[config.mk]
export PLATFORM = sky130hd
export DESIGN_NAME = shared_period_pwm
export DESIGN_NICKNAME = d
export VERILOG_FILES = /design/src/rtl/spwm_pkg.sv /design/src/rtl/spwm_regs.sv /design/src/rtl/spwm_period_ctr.sv /design/src/rtl/spwm_channel.sv /design/src/rtl/shared_period_pwm.sv
export SDC_FILE = /design/constraint.sdc
export NUM_CORES = 1
export LEC_CHECK = 0
export CAP_MARGIN = 20
export CORE_MARGIN = 2
export CORE_UTILIZATION = 45
export CTS_CLUSTER_DIAMETER = 200
export DETAILED_ROUTE_END_ITERATION = 6
export DONT_BUFFER_PORTS = 1
export GPL_TIMING_DRIVEN = 0
export PLACE_DENSITY_LB_ADDON = 0.3
export SYNTH_ARGS = -nofsm -noshare
export SYNTH_HDL_FRONTEND = slang
export SYNTH_SLANG_ARGS = --single-unit
[constraint.sdc]
create_clock -name clk -period 2.1 [get_ports clk]
set_input_delay 0.42 -clock clk [delete_from_list [all_inputs] [get_ports clk]]
set_output_delay 0.42 -clock clk [all_outputs]
set_load 0.005 [all_outputs]
[src/rtl/spwm_pkg.sv]
// Package: shared sizes and the control-word layout for the shared-period PWM.
// Assumes a 16-bit write port; counts narrower than that are truncated.
package spwm_pkg;

    localparam int DATA_W = 16;

    // Control word bit positions.
    localparam int CTL_EN_BIT    = 0;
    localparam int CTL_SWP_BIT   = 1;
    localparam int CTL_HWPEN_BIT = 2;
    localparam int CTL_SEL_BIT   = 3;

    typedef struct packed {
        logic tick_sel;
        logic hw_pause_en;
        logic sw_pause;
        logic enable;
    } spwm_ctl_t;

endpackage

[src/rtl/spwm_regs.sv]
// Module: setting store for the shared-period PWM.
// Holds the control word, period value and per-channel start/end counts.
// Assumes writes are single-cycle strobes synchronous to clk.
module spwm_regs
    import spwm_pkg::*;
#(
    parameter int NUM_CH = 6,
    parameter int CNT_W  = 14,
    parameter int ADDR_W = 4
) (
    input  logic                            clk,
    input  logic                            rst_n,
    input  logic                            wr_en,
    input  logic [ADDR_W-1:0]               wr_addr,
    input  logic [DATA_W-1:0]               wr_data,
    output spwm_ctl_t                       ctl,
    output logic [CNT_W-1:0]                period,
    output logic [NUM_CH-1:0][CNT_W-1:0]    start_cnt,
    output logic [NUM_CH-1:0][CNT_W-1:0]    end_cnt
);

    localparam int ADDR_CTL   = 0;
    localparam int ADDR_PER   = 1;
    localparam int START_BASE = 2;
    localparam int END_BASE   = START_BASE + NUM_CH;

    // Control word register.
    always_ff @(posedge clk) begin
        if (!rst_n) begin
            ctl <= '0;
        end else if (wr_en && wr_addr == ADDR_W'(ADDR_CTL)) begin
            ctl.enable      <= wr_data[CTL_EN_BIT];
            ctl.sw_pause    <= wr_data[CTL_SWP_BIT];
            ctl.hw_pause_en <= wr_data[CTL_HWPEN_BIT];
            ctl.tick_sel    <= wr_data[CTL_SEL_BIT];
        end
    end

    // Period (last count) register.
    always_ff @(posedge clk) begin
        if (!rst_n) begin
            period <= '0;
        end else if (wr_en && wr_addr == ADDR_W'(ADDR_PER)) begin
            period <= wr_data[CNT_W-1:0];
        end
    end

    // Per-channel start and end registers.
    for (genvar ch = 0; ch < NUM_CH; ch++) begin : g_ch_regs
        always_ff @(posedge clk) begin
            if (!rst_n) begin
                start_cnt[ch] <= '0;
            end else if (wr_en && wr_addr == ADDR_W'(START_BASE + ch)) begin
                start_cnt[ch] <= wr_data[CNT_W-1:0];
            end
        end

        always_ff @(posedge clk) begin
            if (!rst_n) begin
                end_cnt[ch] <= '0;
            end else if (wr_en && wr_addr == ADDR_W'(END_BASE + ch)) begin
                end_cnt[ch] <= wr_data[CNT_W-1:0];
            end
        end
    end

endmodule

[src/rtl/spwm_period_ctr.sv]
// Module: shared period counter.
// Counts 0..period on each tick while running and wraps to 0; frozen while
// paused; cleared while disabled. A count at or above period wraps on the next tick.
module spwm_period_ctr #(
    parameter int CNT_W = 14
) (
    input  logic             clk,
    input  logic             rst_n,
    input  logic             enable,
    input  logic             run,
    input  logic             tick,
    input  logic [CNT_W-1:0] period,
    output logic [CNT_W-1:0] count
);

    logic at_last;

    // Detect the end of the period (also covers a count left above a shrunken period).
    always_comb at_last = (count >= period);

    // Advance, wrap, hold or clear the counter.
    always_ff @(posedge clk) begin
        if (!rst_n) begin
            count <= '0;
        end else if (!enable) begin
            count <= '0;
        end else if (run && tick) begin
            count <= at_last ? '0 : count + CNT_W'(1);
        end
    end

endmodule

[src/rtl/spwm_channel.sv]
// Module: one windowed PWM channel.
// Computes the window level from the shared count and registers it while
// running; holds while paused; forces low while disabled.
module spwm_channel #(
    parameter int CNT_W = 14
) (
    input  logic             clk,
    input  logic             rst_n,
    input  logic             enable,
    input  logic             run,
    input  logic [CNT_W-1:0] count,
    input  logic [CNT_W-1:0] period,
    input  logic [CNT_W-1:0] start_cnt,
    input  logic [CNT_W-1:0] end_cnt,
    output logic             pwm
);

    logic never_on;
    logic always_on;
    logic after_start;
    logic before_end;
    logic level;

    // Classify the window and compute the level for the current count.
    always_comb begin
        never_on    = (start_cnt > period) || (end_cnt == start_cnt);
        always_on   = (end_cnt > period);
        after_start = (count >= start_cnt);
        before_end  = (count < end_cnt);
        if (never_on) begin
            level = 1'b0;
        end else if (always_on) begin
            level = 1'b1;
        end else if (start_cnt < end_cnt) begin
            level = after_start && before_end;
        end else begin
            level = after_start || before_end;
        end
    end

    // Register the output level.
    always_ff @(posedge clk) begin
        if (!rst_n) begin
            pwm <= 1'b0;
        end else if (!enable) begin
            pwm <= 1'b0;
        end else if (run) begin
            pwm <= level;
        end
    end

endmodule

[src/rtl/shared_period_pwm.sv]
// Module: six-channel PWM sharing one period counter (top).
// Selects the tick source, combines the pauses, and fans the shared count out
// to one windowed channel per output. Assumes hw_pause and ticks are synchronous.
module shared_period_pwm
    import spwm_pkg::*;
#(
    parameter int NUM_CH = 6,
    parameter int CNT_W  = 14,
    parameter int ADDR_W = $clog2(2 + 2 * NUM_CH)
) (
    input  logic              clk,
    input  logic              rst_n,
    input  logic              wr_en,
    input  logic [ADDR_W-1:0] wr_addr,
    input  logic [DATA_W-1:0] wr_data,
    input  logic              fast_tick,
    input  logic              lp_tick,
    input  logic              hw_pause,
    output logic [NUM_CH-1:0] pwm_o
);

    spwm_ctl_t                      ctl;
    logic [CNT_W-1:0]               period;
    logic [NUM_CH-1:0][CNT_W-1:0]   start_cnt;
    logic [NUM_CH-1:0][CNT_W-1:0]   end_cnt;
    logic [CNT_W-1:0]               count;
    logic                           tick_w;
    logic                           pause_w;
    logic                           run_w;

    // Tick source selection and pause combination.
    always_comb begin
        tick_w  = ctl.tick_sel ? fast_tick : lp_tick;
        pause_w = ctl.sw_pause || (ctl.hw_pause_en && hw_pause);
        run_w   = ctl.enable && !pause_w;
    end

    spwm_regs #(
        .NUM_CH (NUM_CH),
        .CNT_W  (CNT_W),
        .ADDR_W (ADDR_W)
    ) i_regs (
        .clk       (clk),
        .rst_n     (rst_n),
        .wr_en     (wr_en),
        .wr_addr   (wr_addr),
        .wr_data   (wr_data),
        .ctl       (ctl),
        .period    (period),
        .start_cnt (start_cnt),
        .end_cnt   (end_cnt)
    );

    spwm_period_ctr #(
        .CNT_W (CNT_W)
    ) i_ctr (
        .clk    (clk),
        .rst_n  (rst_n),
        .enable (ctl.enable),
        .run    (run_w),
        .tick   (tick_w),
        .period (period),
        .count  (count)
    );

    for (genvar ch = 0; ch < NUM_CH; ch++) begin : g_chan
        spwm_channel #(
            .CNT_W (CNT_W)
        ) i_chan (
            .clk       (clk),
            .rst_n     (rst_n),
            .enable    (ctl.enable),
            .run       (run_w),
            .count     (count),
            .period    (period),
            .start_cnt (start_cnt[ch]),
            .end_cnt   (end_cnt[ch]),
            .pwm       (pwm_o[ch])
        );
    end

endmodule

-- Word level (Yosys, flattened, before mapping)
Cells that the tools add are included.
- input bits: 26
- output and inout bits: 6
- bits in registers: 206
- logic and storage cells: 134
- mux-type cells: 20
- equal/unequal tests: 19
- reduce and logical (&&, ||, !) cells: 39
- $add $sub $neg: 1
- order comparisons: 31
- operators with widths (operator ; count):
    greater-than comparator 14 bit ; 12
    less-than comparator 14 bit ; 12
    >= comparator 14 bit ; 7
    equality test 14 bit ; 6
    equality test 4 bit, second input constant ; 6
    logical AND 1 bit ; 23
    2-to-1 mux 1 bit ; 19
    equality test 4 x 3 -> 1 bit, second input constant ; 4
    adder 14 x 1 -> 14 bit, second input constant ; 1
    2-to-1 mux 14 bit ; 1
    logical OR 1 bit ; 13
    equality test 4 x 2 -> 1 bit, second input constant ; 2
    equality test 4 x 1 -> 1 bit, second input constant ; 1
    zero test 4 bit ; 1
    AND reduction 2 bit ; 1
    zero test 1 bit ; 1

-- Depth between registers and ports, before layout
- word-level depth: 5
- mapped depth: 11
- mapped depth without buffers: 9

-- Cells and area by module
Synthesis repeated with hierarchy kept, for this count alone.
- cell total of the unflattened synthesis: 2087
- area, all modules: 17783.3 um^2
- by module, submodules not included (module ; times used ; seq. area each (um^2) ; cells each ; area an instance (um^2)):
    spwm_channel (g_chan[0].i_chan ...) ; 5 ; 20.0 ; 218 ; 1659.1
    spwm_regs ; 1 ; 3723.6 ; 649 ; 6737.7
    spwm_channel (g_chan[3].i_chan) ; 1 ; 20.0 ; 221 ; 1704.1
    spwm_period_ctr ; 1 ; 280.3 ; 124 ; 1019.7
    shared_period_pwm ; 1 ; 0.0 ; 3 ; 26.3

-- Worst setup path after synthesis
Ideal clock, no wire load.
- kind: reg2reg
- start point: register i_ctr.count[0]
- end point: register i_ctr.count[5]
- data arrival time: 2.100 ns
- library setup time: 0.065 ns
- setup slack: -0.065 ns
- cell stages (with the launch flop): 12
- period minus slack after synthesis: 2.165 ns
- path buffers: 2
- required time: 2.035 ns
- cell sequence: dfxtp_1 > buf_4 > inv_1 > ha_1 > nand2b_1 > a21o_1 > a21oi_1 > o21ai_0 > a31oi_1 > a41oi_1 > buf_2 > nor2_1
- word-level cells in the longest chain between the ends: 2
- elaborated cells between the ends (all ways): 3
- classes of those cells: 1 x add/sub; 1 x order compare; 1 x mux
- RTL lines (what ; RTL line ; text):
    start: declaration ; spwm_period_ctr.sv:13 ; output logic [CNT_W-1:0] count
    start signal: assignment ; spwm_period_ctr.sv:28 ; count <= at_last ? '0 : count + CNT_W'(1);
    adder 14 x 1 -> 14 bit / >= comparator 14 bit (equally long branches) ; spwm_period_ctr.sv:28, spwm_period_ctr.sv:19 ;
    2-to-1 mux 14 bit (*) ; spwm_period_ctr.sv:28 ;
Every way passes the cells marked *; elsewhere a longest branch is shown, timed or not.
A chain may end at the register's enable or synchronous reset.

-- Worst setup path in the final report
- start point: register i_regs.period[1]
- end point: register i_ctr.count[5]
- word-level cells in the longest chain between the ends: 2
- RTL lines (what ; RTL line ; text):
    start: declaration ; spwm_regs.sv:17 ; output logic [CNT_W-1:0] period,
    start signal: assignment ; spwm_regs.sv:44 ; period <= wr_data[CNT_W-1:0];
    >= comparator 14 bit ; spwm_period_ctr.sv:19 ; always_comb at_last = (count >= period);
    2-to-1 mux 14 bit ; spwm_period_ctr.sv:28 ;
No other way between the ends.

==> impl_summary.md <==
Detailed routing
The post-route DRC violation count is 0. The via total after detailed routing is 16843. After detailed routing, the average wire length per cell comes to 22.3 microns. The number of nets still failing antenna checks after routing is 0. The iteration count of the initial detailed-routing pass is 7. The ratio of routed vias to standard cells is 5.94. For this block, the initial DRC count from the detailed router was 1337. The wire length after detailed routing is 63200 microns.

Worst setup path
The data arrival at the endpoint of the critical path is 2.81 ns. STA classifies the critical path endpoint as a flip-flop. The critical path is of the flip-flop to flip-flop type. The startpoint identified for the worst register-to-register timing path is i_regs.period[1]. In this run the worst setup path begins at i_regs.period[1]. The worst-path maximum fanout is 5. The worst-case reg-to-reg path depth is 10.

STA puts the critical path data required time at 2.59 ns. The worst setup path is launched from a flip-flop. For flop-to-flop paths, the worst setup slack is -0.22 ns. The reg-to-reg endpoint is i_ctr.count[5].

Timing
The post-layout minimum cycle time is 2.32 ns. Setup violations remaining at the end of the flow were counted as 20. Across all hold checks on the routed design, the worst slack comes to 0.0181 ns. Setup total negative slack on the finished layout was measured at -3.02 ns. In this run the tightest slew margin relative to its limit is 19.7%. The worst setup skew after layout is 0.0232 ns.

The highest achievable clock rate is 432 MHz. The number of pins with negative max-slew slack in the final report is 0. The post-route fraction of the period consumed by the critical path is 110%. The worst-case setup margin in the final layout is -0.217 ns. The measured slew at the worst slew-check pin is 1.20 ns. Setup repair after global routing could not meet its margin everywhere. The count of endpoints failing hold in the final timing report came to 0.

CTS
In this run the number of H-tree levels came out at 1. The longest clock path from root to sink contains 3 buffers. The worst-skew pair later-pin latency is 0.56 ns. TritonCTS built the clock tree. Clock-pin slew was measured on the worst setup and hold paths at 0.06 ns. The root buffer cell chosen for the clock tree is clkbuf_16. Buffers inserted during clock tree synthesis total 25.

The number of clock sinks is 206.

Synthesis
A synthesized cell averages 8.24 sq um. The fraction of the mapped netlist area in compound gates is 19.6%. Summing the sequential cell areas from Yosys gives 23.4% of the chip area. In this run, synthesis inferred 0 flip-flops with an integrated enable. The count of mapped cells out of synthesis is 2143. Of the total synthesized cell area, the portion taken by AND, OR, NAND and NOR gates is 17.3%.

The post-synthesis share of cell area spent on xor and xnor gates is 0.546%. In the synthesized netlist the async set-or-reset flop fraction comes to 0%. The number of nets handed over by synthesis was 2598. Summing the areas of all fa, ha and maj instances in the mapped netlist gives 30.4% of the synthesized area. The synthesized netlist contains 63 unique library cells. Yosys printed 0 warnings. The synthesized design contains 206 register bits. The synthesized design devotes to its leading area cell type 30.4% of total area. Yosys attributes the largest share of cell area to ha_1, dfxtp_1, nand2_1, a21boi_0, inv_1. After synthesis, the most frequently instantiated cells are ha_1, nand2_1, dfxtp_1.

Of all cell types, the one taking the most synthesized area is ha_1. Among all flip-flop cells after synthesis, the most frequent one is dfxtp_1. ha_1 is the most common cell in the netlist. The largest family of logic cells by synthesized area is adder cells. The multiplexer area fraction after synthesis is 2.50%. Summing every instance area after synthesis gives 17600 sq um.

Cells and area
The number of nets in the layout is 2754. The area growth from synthesis to layout is 22.7%. Of the cells placed in the final design, the portion with a size suffix greater than 1 is 15.3%. Leaving out filler cells and counting taps, the final layout contains 2837.

Placement
The congestion estimate from routability-driven global placement came to 0.898. In this run, placement finished with an instance count of 2678. OpenSTA, run right after detailed placement, puts the worst setup slack at -0.905 ns. Port buffering added 0 buffers. The wire-length estimate of the detail-placed layout is 42600 microns.

Die
In this run the core area contains 72 standard-cell rows. The x dimension of the die is 202 microns. The initial utilization of the core area, before any placement, comes to 45.7%.

The area of the die is 40800 sq um. For this design the top-level I/O count stands at 32. The chip height is 202 microns. The floorplan step defined a core boundary enclosing 38600 sq um.

GRT
The number of antenna violations at the first check in global routing is 0. The pin count of the biggest net entering global routing is 19. The first global-routing pass estimated 95800 microns of wire. The number of global-route vias before repair is 16912. The total overflow left after global routing is 0.

The overall track demand over capacity in global routing is 30.5%.

Power and ir drop
The power per cell area is 475 nW/um^2. IR analysis of the VDD net gives a maximum drop of 0.000739 V. The design draws 10300 uW. The internal cell power is 7610 uW. The share of total power dissipated in the clock network is 48.5%. The net load switching power is 2680 uW. The leakage power is 0.00921 uW.

In this run switching power makes up 26.1% of total power. Per report_power, the combinational group accounts for 12.7% of the total. Of the total power, registers draw 38.8%.

Run status
The checks that failed: setup timing. The flow ran to the end, but the final reports show violations.

Hold path
The number of instances on the worst hold path is 2. The worst hold path startpoint is wr_data[3]. For hold timing, the worst endpoint is i_regs.ctl[3].

The min-delay analysis places its worst path in the category input port to flip-flop.

Job
Max-cap violations in this run came to 0.
[what timing repair did]
item / in CTS / in global routing
setup endpoints to repair: 20 / 20
pin swaps: 49 / 39
hold buffers: 0 / 0
resized for setup: 146 / 72
setup buffers: 99 / 13
cloned: 1 / 0
[state kept, by name, indices dropped and copies added, names as in the netlist]
signal,count
i_regs.ctl,4
i_regs.end_cnt,84
i_regs.start_cnt,84
g_chan.i_chan.pwm,6
i_regs.period,14
i_ctr.count,14
[routing by layer]
layer / wire length (microns) / track usage (%)
met1: 25500 / 37.4
met2: 27700 / 50.1
met3: 5580 / 5.63
met4: 4440 / 17.9
met5: 0 / 0
[kinds of logic (layout without fill, tap and decap cells)]
logic type / Yosys count / in the layout
AND/OR/NAND/NOR: 660 / 660
AO/OA/AOI/OAI: 515 / 515
adder cells (fa/ha/maj): 429 / 429
buffers and inverters: 278 / 453
flip-flops: 206 / 206
multiplexers: 44 / 44
XOR/XNOR: 11 / 11
other: 0 / 1
[worst max-delay path, cell delays in order, from the launching register on]
cell	delay, ns
dfxtp_2	0.35
clkinvlp_4	0.21
buf_6	0.19
ha_1	0.29
a21o_1	0.21
a21oi_2	0.19
o21ai_2	0.10
a31oi_4	0.22
a41oi_4	0.18
buf_6	0.19
nor2_4	0.11
[power groups by stage]
stage	logic (uW)	registers [uW]	clock network [uW]
4_1_cts	1210	4000	5030
6_report	1300	4000	4990
5_1_grt	1420	4000	5190
3_5_place_dp	1100	4090	0
3_3_place_gp	1050	4090	0
2_1_floorplan	783	4070	0
[metrics by stage]
stage	cell area [sq um]	utilization (%)
6_report	21700	56.0
5_1_grt	21700	56.0
4_1_cts	21100	54.7
3_5_place_dp	18700	48.3
3_3_place_gp	18300	47.4
2_1_floorplan	17700	-
[layout by cell type (no fill, tap or decap), types with 60 or more instances in the layout]
cell and n:
a21o_1 76, a21boi_0 146, inv_1 190, dfxtp_1 172, a21oi_1 110, buf_4 87, ha_1 400, nor2_1 71
nand2_1 340, nor2b_1 60
[area by class of cell]
cell class,count,area [sq um]
diodes,1,2.50
plain buffers,73,328
clock buffers,34,709
clock inverters,12,220
fillers,3314,17000
inverters,204,818
multi-input cells,1659,13200
flip-flops and latches,206,4200
well taps,518,648
repair buffers,130,1520
[how the worst max path moves through the flow]
stage | cells after the start | end | slack, ns
2_1_floorplan | 10 | g_chan[5].i_chan.pwm | 0.001
4_1_cts | 11 | g_chan[1].i_chan.pwm | -0.18
5_1_grt | 10 | i_ctr.count[5] | -0.29
3_3_place_gp | 7 | g_chan[3].i_chan.pwm | -0.99
6_report | 10 | i_ctr.count[5] | -0.22
3_5_place_dp | 10 | i_ctr.count[5] | -0.90
Power figures use the tool's default switching activity.
